`src/rtl/acc_cpu_pkg.sv`:
```
package acc_cpu_pkg;

    localparam int OPC_W = 3;

    typedef enum logic [OPC_W-1:0] {
        OP_LOAD  = 3'b000,
        OP_STORE = 3'b001,
        OP_CLR   = 3'b010,
        OP_INC   = 3'b011,
        OP_BRZ   = 3'b100,
        OP_RSV5  = 3'b101,
        OP_RSV6  = 3'b110,
        OP_RSV7  = 3'b111
    } op_e;

    typedef enum logic {
        PH_FETCH = 1'b0,
        PH_EXEC  = 1'b1
    } phase_e;

    typedef struct packed {
        logic rd_mem;
        logic wr_mem;
        logic acc_clr;
        logic acc_inc;
        logic brz;
    } ctl_t;

    function automatic ctl_t decode_op(op_e op);
        ctl_t c;
        c = '0;
        case (op)
            OP_LOAD:  c.rd_mem  = 1'b1;
            OP_STORE: c.wr_mem  = 1'b1;
            OP_CLR:   c.acc_clr = 1'b1;
            OP_INC:   c.acc_inc = 1'b1;
            OP_BRZ:   c.brz     = 1'b1;
            default:  c = '0;
        endcase
        return c;
    endfunction

endpackage

```
`src/rtl/acc_decode.sv`:
```
module acc_decode
    import acc_cpu_pkg::*;
(
    input  phase_e                phase,
    input  logic [OPC_W-1:0]      opc,
    output ctl_t                  ctl
);

    always_comb begin
        if (phase == PH_EXEC) begin
            ctl = decode_op(op_e'(opc));
        end else begin
            ctl = '0;
        end
    end

endmodule

```
`src/rtl/acc_unit.sv`:
```
module acc_unit #(
    parameter int WORD_W = 12
) (
    input  logic              clk,
    input  logic              rst,
    input  logic              load_due,
    input  logic              do_clr,
    input  logic              do_inc,
    input  logic [WORD_W-1:0] rdata,
    output logic [WORD_W-1:0] acc,
    output logic              acc_zero
);

    localparam logic [WORD_W-1:0] ACC_ONE = WORD_W'(1);
    localparam logic [WORD_W-1:0] ACC_MAX = '1;

    always_ff @(posedge clk) begin
        if (rst) begin
            acc <= '0;
        end else if (load_due) begin
            acc <= rdata;
        end else if (do_clr) begin
            acc <= '0;
        end else if (do_inc) begin
            acc <= acc + ACC_ONE;
        end
    end

    assign acc_zero = (acc == '0);


    load_capture_chk: assert property (@(posedge clk) disable iff (rst)
        load_due |=> (acc == $past(rdata)));


    clr_result_chk: assert property (@(posedge clk) disable iff (rst)
        do_clr |=> (acc == '0));


    inc_wrap_chk: assert property (@(posedge clk) disable iff (rst)
        (do_inc && acc == ACC_MAX) |=> (acc == '0));

endmodule

```
`src/rtl/acc_seq.sv`:
```
module acc_seq
    import acc_cpu_pkg::*;
#(
    parameter int ADDR_W = 9
) (
    input  logic              clk,
    input  logic              rst,
    input  logic              do_load,
    input  logic              do_brz,
    input  logic              acc_zero,
    input  logic [ADDR_W-1:0] target,
    output phase_e            phase,
    output logic [ADDR_W-1:0] pc,
    output logic              load_due
);

    localparam logic [ADDR_W-1:0] PC_STEP = ADDR_W'(1);

    logic [ADDR_W-1:0] pc_next;

    always_comb begin
        if (do_brz && acc_zero) begin
            pc_next = target;
        end else begin
            pc_next = pc + PC_STEP;
        end
    end

    always_ff @(posedge clk) begin
        if (rst) begin
            phase    <= PH_FETCH;
            pc       <= '0;
            load_due <= 1'b0;
        end else if (phase == PH_FETCH) begin
            phase    <= PH_EXEC;
            load_due <= 1'b0;
        end else begin
            phase    <= PH_FETCH;
            pc       <= pc_next;
            load_due <= do_load;
        end
    end


    fetch_to_exec_chk: assert property (@(posedge clk) disable iff (rst)
        (phase == PH_FETCH) |=> (phase == PH_EXEC));


    exec_to_fetch_chk: assert property (@(posedge clk) disable iff (rst)
        (phase == PH_EXEC) |=> (phase == PH_FETCH));


    pc_hold_chk: assert property (@(posedge clk) disable iff (rst)
        (phase == PH_FETCH) |=> $stable(pc));


    brz_taken_chk: assert property (@(posedge clk) disable iff (rst)
        (do_brz && acc_zero) |=> (pc == $past(target)));


    brz_fall_chk: assert property (@(posedge clk) disable iff (rst)
        (do_brz && !acc_zero) |=> (pc == $past(pc) + PC_STEP));

endmodule

```
`src/rtl/acc_brz_cpu.sv`:
```
module acc_brz_cpu
    import acc_cpu_pkg::*;
#(
    parameter int WORD_W = 12,
    localparam int ADDR_W = WORD_W - OPC_W
) (
    input  logic              clk,
    input  logic              rst,
    output logic [ADDR_W-1:0] mem_addr,
    output logic [WORD_W-1:0] mem_wdata,
    output logic              mem_we,
    input  logic [WORD_W-1:0] mem_rdata
);

    phase_e            phase;
    ctl_t              ctl;
    logic [ADDR_W-1:0] pc_q;
    logic [ADDR_W-1:0] addr_field;
    logic [OPC_W-1:0]  opc_bits;
    logic [WORD_W-1:0] acc_q;
    logic              acc_zero;
    logic              load_due;

    assign opc_bits   = mem_rdata[WORD_W-1 -: OPC_W];
    assign addr_field = mem_rdata[ADDR_W-1:0];

    acc_decode u_dec (
        .phase (phase),
        .opc   (opc_bits),
        .ctl   (ctl)
    );

    acc_seq #(.ADDR_W(ADDR_W)) u_seq (
        .clk      (clk),
        .rst      (rst),
        .do_load  (ctl.rd_mem),
        .do_brz   (ctl.brz),
        .acc_zero (acc_zero),
        .target   (addr_field),
        .phase    (phase),
        .pc       (pc_q),
        .load_due (load_due)
    );

    acc_unit #(.WORD_W(WORD_W)) u_acc (
        .clk      (clk),
        .rst      (rst),
        .load_due (load_due),
        .do_clr   (ctl.acc_clr),
        .do_inc   (ctl.acc_inc),
        .rdata    (mem_rdata),
        .acc      (acc_q),
        .acc_zero (acc_zero)
    );

    always_comb begin
        if (ctl.rd_mem || ctl.wr_mem) begin
            mem_addr = addr_field;
        end else begin
            mem_addr = pc_q;
        end
    end

    assign mem_we    = ctl.wr_mem;
    assign mem_wdata = acc_q;


    store_keeps_acc_chk: assert property (@(posedge clk) disable iff (rst)
        mem_we |=> $stable(acc_q));


    rsv_no_write_chk: assert property (@(posedge clk) disable iff (rst)
        (phase == PH_EXEC && opc_bits[2] && opc_bits[1:0] != 2'b00) |-> !mem_we);


    rsv_acc_hold_chk: assert property (@(posedge clk) disable iff (rst)
        (phase == PH_EXEC && opc_bits[2] && opc_bits[1:0] != 2'b00) |=> $stable(acc_q));

endmodule

```
`config.mk`:
```
export PLATFORM = sky130hd
export DESIGN_NAME = acc_brz_cpu
export DESIGN_NICKNAME = d
export VERILOG_FILES = /design/src/rtl/acc_cpu_pkg.sv /design/src/rtl/acc_decode.sv /design/src/rtl/acc_unit.sv /design/src/rtl/acc_seq.sv /design/src/rtl/acc_brz_cpu.sv
export SDC_FILE = /design/constraint.sdc
export NUM_CORES = 1
export LEC_CHECK = 0
export ABC_AREA = 1
export BUFFER_PORTS_ARGS = -buffer_cell sky130_fd_sc_hd__buf_2
export CELL_PAD_IN_SITES_DETAIL_PLACEMENT = 0
export CELL_PAD_IN_SITES_GLOBAL_PLACEMENT = 1
export CORE_AREA = 2 2 91 58
export DETAILED_ROUTE_END_ITERATION = 8
export DIE_AREA = 0 0 93 60
export PLACE_DENSITY = 0.73
export SLEW_MARGIN = 20
export SYNTH_ARGS = -nofsm -noshare
export SYNTH_HDL_FRONTEND = slang
export SYNTH_HIERARCHICAL = 1
export SYNTH_SLANG_ARGS = --single-unit
```
`constraint.sdc`:
```
create_clock -name clk -period 1.6 [get_ports clk]
set_input_delay 0.16 -clock clk [delete_from_list [all_inputs] [get_ports clk]]
set_output_delay 0.16 -clock clk [all_outputs]
set_load 0.02 [all_outputs]
```
==> implementation parameters <==
Parameter                              Value

Clock tree
  Number of levels in the clock H-tree ... 1
  Bufs on Longest Clock Path ... 2
  Number of buffers inserted during clock tree synthesis ... 3
  Clock latency on the worst-skew pair ... about 270 ps
  Clock-pin slew on the worst setup and hold paths ... 90 ps
  Clock tree from TritonCTS ... built
  Buffer cell driving the clock tree root ... clkbuf_8
  Number of buffers added to fix hold violations after cts ... 0
  Number of sinks on the clock net ... 23

Drt
  Detailed router's first-iteration violation count ... roughly 140
  Final routed wirelength across all metal layers ... 5400 µm
  Post-route DRC violation count ... 0
  DRT Pass-1 Iters ... 4
  Number of vias in the routed layout ... 1955
  Residual antenna-violating net count after detailed routing ... 0
  Vias per inst ... 4.95
  Average wire per cell in the routed design ... ~14 µm

Cells and area
  Area of all placed cells without fillers ... about 2200 µm²
  Post-layout instance count excluding filler cells ... roughly 400
  Share of post-route cells with drive strength above 1 ... between 20% and 30%
  Syn-to-layout area delta ... 32.8%
  Diode insertion count for antenna repair ... 0
  Share of the core filled with cells ... ~47%
  Count of nets after finishing ... roughly 350

Synth
  Share of synthesized area occupied by flip-flops and latches ... a little over a quarter
  Number of nets in the synthesized netlist ... 290
  Cell area after synthesis ... 1690 µm²
  Top post-synthesis cells by area ... dfxtp_1, nand2_1, nand3_1, o21ai_0, a21oi_1
  Area share of the largest cell type after synthesis ... between 20% and 30%
  Avg Inst Size Synth ... just over 6 µm²
  Gate count after technology mapping ... 273
  Number of warnings issued by yosys ... 6
  Register bit total from synthesis ... 23
  Number of distinct standard cells referenced by the synthesized netlist ... 25
  Largest area contributor in the synthesized netlist ... dfxtp_1

Critical path
  Required time at the endpoint of the critical path ... between 1000 and 1500 ps
  Capturing element type of the critical path ... output pin
  Arrival time reported for the critical path endpoint ... 1420 ps
  Critical path startpoint category ... flop
  CP max FO ... 6
  Class of the most critical setup path ... flop to output pin

Place
  Post-detailed-placement half-perimeter wirelength ... about 4000 µm
  Count of port buffers added during placement ... 35
  Total placed instance area ... approximately 2000 µm²
  Placed insts ... roughly 380
  Gp weighted congestion ... 0.793
  Worst slack after detailed placement ... -7.59 ps

Timing
  Final setup TNS ... 0 ps
  Final Skew ... roughly 2.5 ps
  Final period util ... between 90% and 100%
  Final critical delay including setup and external delays ... around 1600 ps
  Setup slack after layout ... approximately 25 ps
  Maximum clock frequency ... between 600 and 700 MHz
  Final setup fails ... 0
  RSZ-0062 raised after global routing ... yes
  Final Hold Violating Endpoints ... 0
  Worst-Margin Slew ... around 400 ps
  Fin. max-slew vios ... 0
  Rel. slew slack ... between 70% and 80%

Die
  Total number of placement rows ... 20
  Total Die Area ... between 5000 and 6000 µm²
  Die outline width ... 93 µm
  Placeable Area ... 4800 µm²
  Starting utilization of the core area ... roughly a third
  Chip Height ... around 60 µm
  Io pins ... 36

Min path
  Class of the worst hold path ... input port to flop

Flow run
  Number of violations of the max-capacitance limit ... 0

Global route
  Antenna violations before repair ... 0
  Via count of the first global-routing pass ... around 1700
  First-pass GRT wire length ... between 8000 and 9000 µm
  Leftover overflow at the end of global routing ... 0
  Aggregate global-route resource usage ... 20.5%
  Largest net degree at the start of global routing ... 18

Power and ir drop
  Total power per unit cell area ... 594 nW/µm²
  VDD IR-drop max ... slightly below 0.0003 V
  Leakage power of the design ... roughly 1.1 nW

Outcome
  Outcome ... finished, final reports clean
==> metal layers <==
metal / vias to the layer above / part of all wire, % / track usage [%]
met2: 55 / 36 / 26.9
met5: - / 0 / 0
met3: 2 / 7.7 / 3.40
met1: 890 / 56 / 34.2
li1: 1008 / - / -
met4: 0 / 0.35 / 2.52
==> report_power, final <==
group          internal (mW)  leakage, nW  switching, mW
clock                  0.178       0.0228          0.196
combinational          0.136        0.914          0.205
sequential             0.597        0.187         0.0184
total                  0.911         1.12          0.419
==> metrics by stage <==
step / power [mW] / hold WS, ps
2_1_floorplan: 0.804 / 262
3_3_place_gp: 0.927 / 463
3_5_place_dp: 0.927 / 438
4_1_cts: 1.32 / 164
5_1_grt: 1.40 / 178
6_report: 1.33 / 163
==> path summary, 6_finish.rpt <==
path | from | end | slack (ps) | cells after the start
worst max-delay path | u_seq/phase$_SDFF_PP0_ | mem_addr[0] | 20 | 8
worst min-delay path | mem_rdata[0] | u_seq/pc[0]$_SDFFE_PP0P_ | 160 | 3
worst max register to register | u_acc/acc[0]$_SDFFE_PP0P_ | u_seq/pc[1]$_SDFFE_PP0P_ | 120 | 8
worst min register to register | u_seq/pc[8]$_SDFFE_PP0P_ | u_seq/pc[8]$_SDFFE_PP0P_ | 490 | 2
==> registers in the layout, summed over array words and instances (netlist names) <==
register / count
u_seq/pc: 9
u_seq/phase: 1
u_seq/load_due: 1
u_acc/acc: 12
==> kinds of logic after synthesis <==
kind of cell / share of synthesized area (%)
buffers and inverters: 10.4
AOI/OAI and AO/OA: 19.0
adders and majority gates: 2.23
DFF: 27.3
and+or+nand+nor: 41.1
==> layout make-up <==
| type | count | area [µm²] |
|---|---|---|
| Sequential cell | 23 | 462 |
| Fill cell | 536 | 2570 |
| Inverter | 34 | 128 |
| Multi-Input combinational cell | 210 | 1100 |
| Timing Repair Buffer | 58 | 423 |
| Tap cell | 66 | 82.6 |
| Clock buffer | 4 | 45.0 |
==> cell usage in the layout (no fill, tap or decap), drive strengths merged <==
cell type	Yosys	routed
clkbuf	2	4
nand2	75	75
o211ai	1	1
nor2	35	36
a21oi	24	24
dfxtp	23	23
or2	2	2
buf	5	58
inv	34	34
nor3	1	1
nand4	4	4
a22oi	2	2
nand3	28	28
ha	3	3
o21ai	34	34
==> timing repair <==
item                                    CTS  global route
hold endpoints to repair                  0             0
pin swaps                                 3             7
cloned                                    3             0
gates resized for setup                  18            20
setup buffers                             1             3
endpoints found under the setup margin   15            30
==> Yosys cell counts, drive strengths merged <==
cell / n
buf: 5
dfxtp: 23
clkbuf: 2
a22oi: 2
ha: 3
a21oi: 24
o211ai: 1
nand3: 28
nand4: 4
nor2: 35
nor3: 1
nand2: 75
inv: 34
or2: 2
o21ai: 34
==> critical path: stages (launching register included) <==
cell and delay, ps:
dfxtp_2 340, nand2_2 60, buf_6 130, nor2_4 140
buf_8 160, nor2_8 60, nand2_1 60, nand2_1 60
buf_6 140
Note: power is estimated with default switching activity, not from simulation.
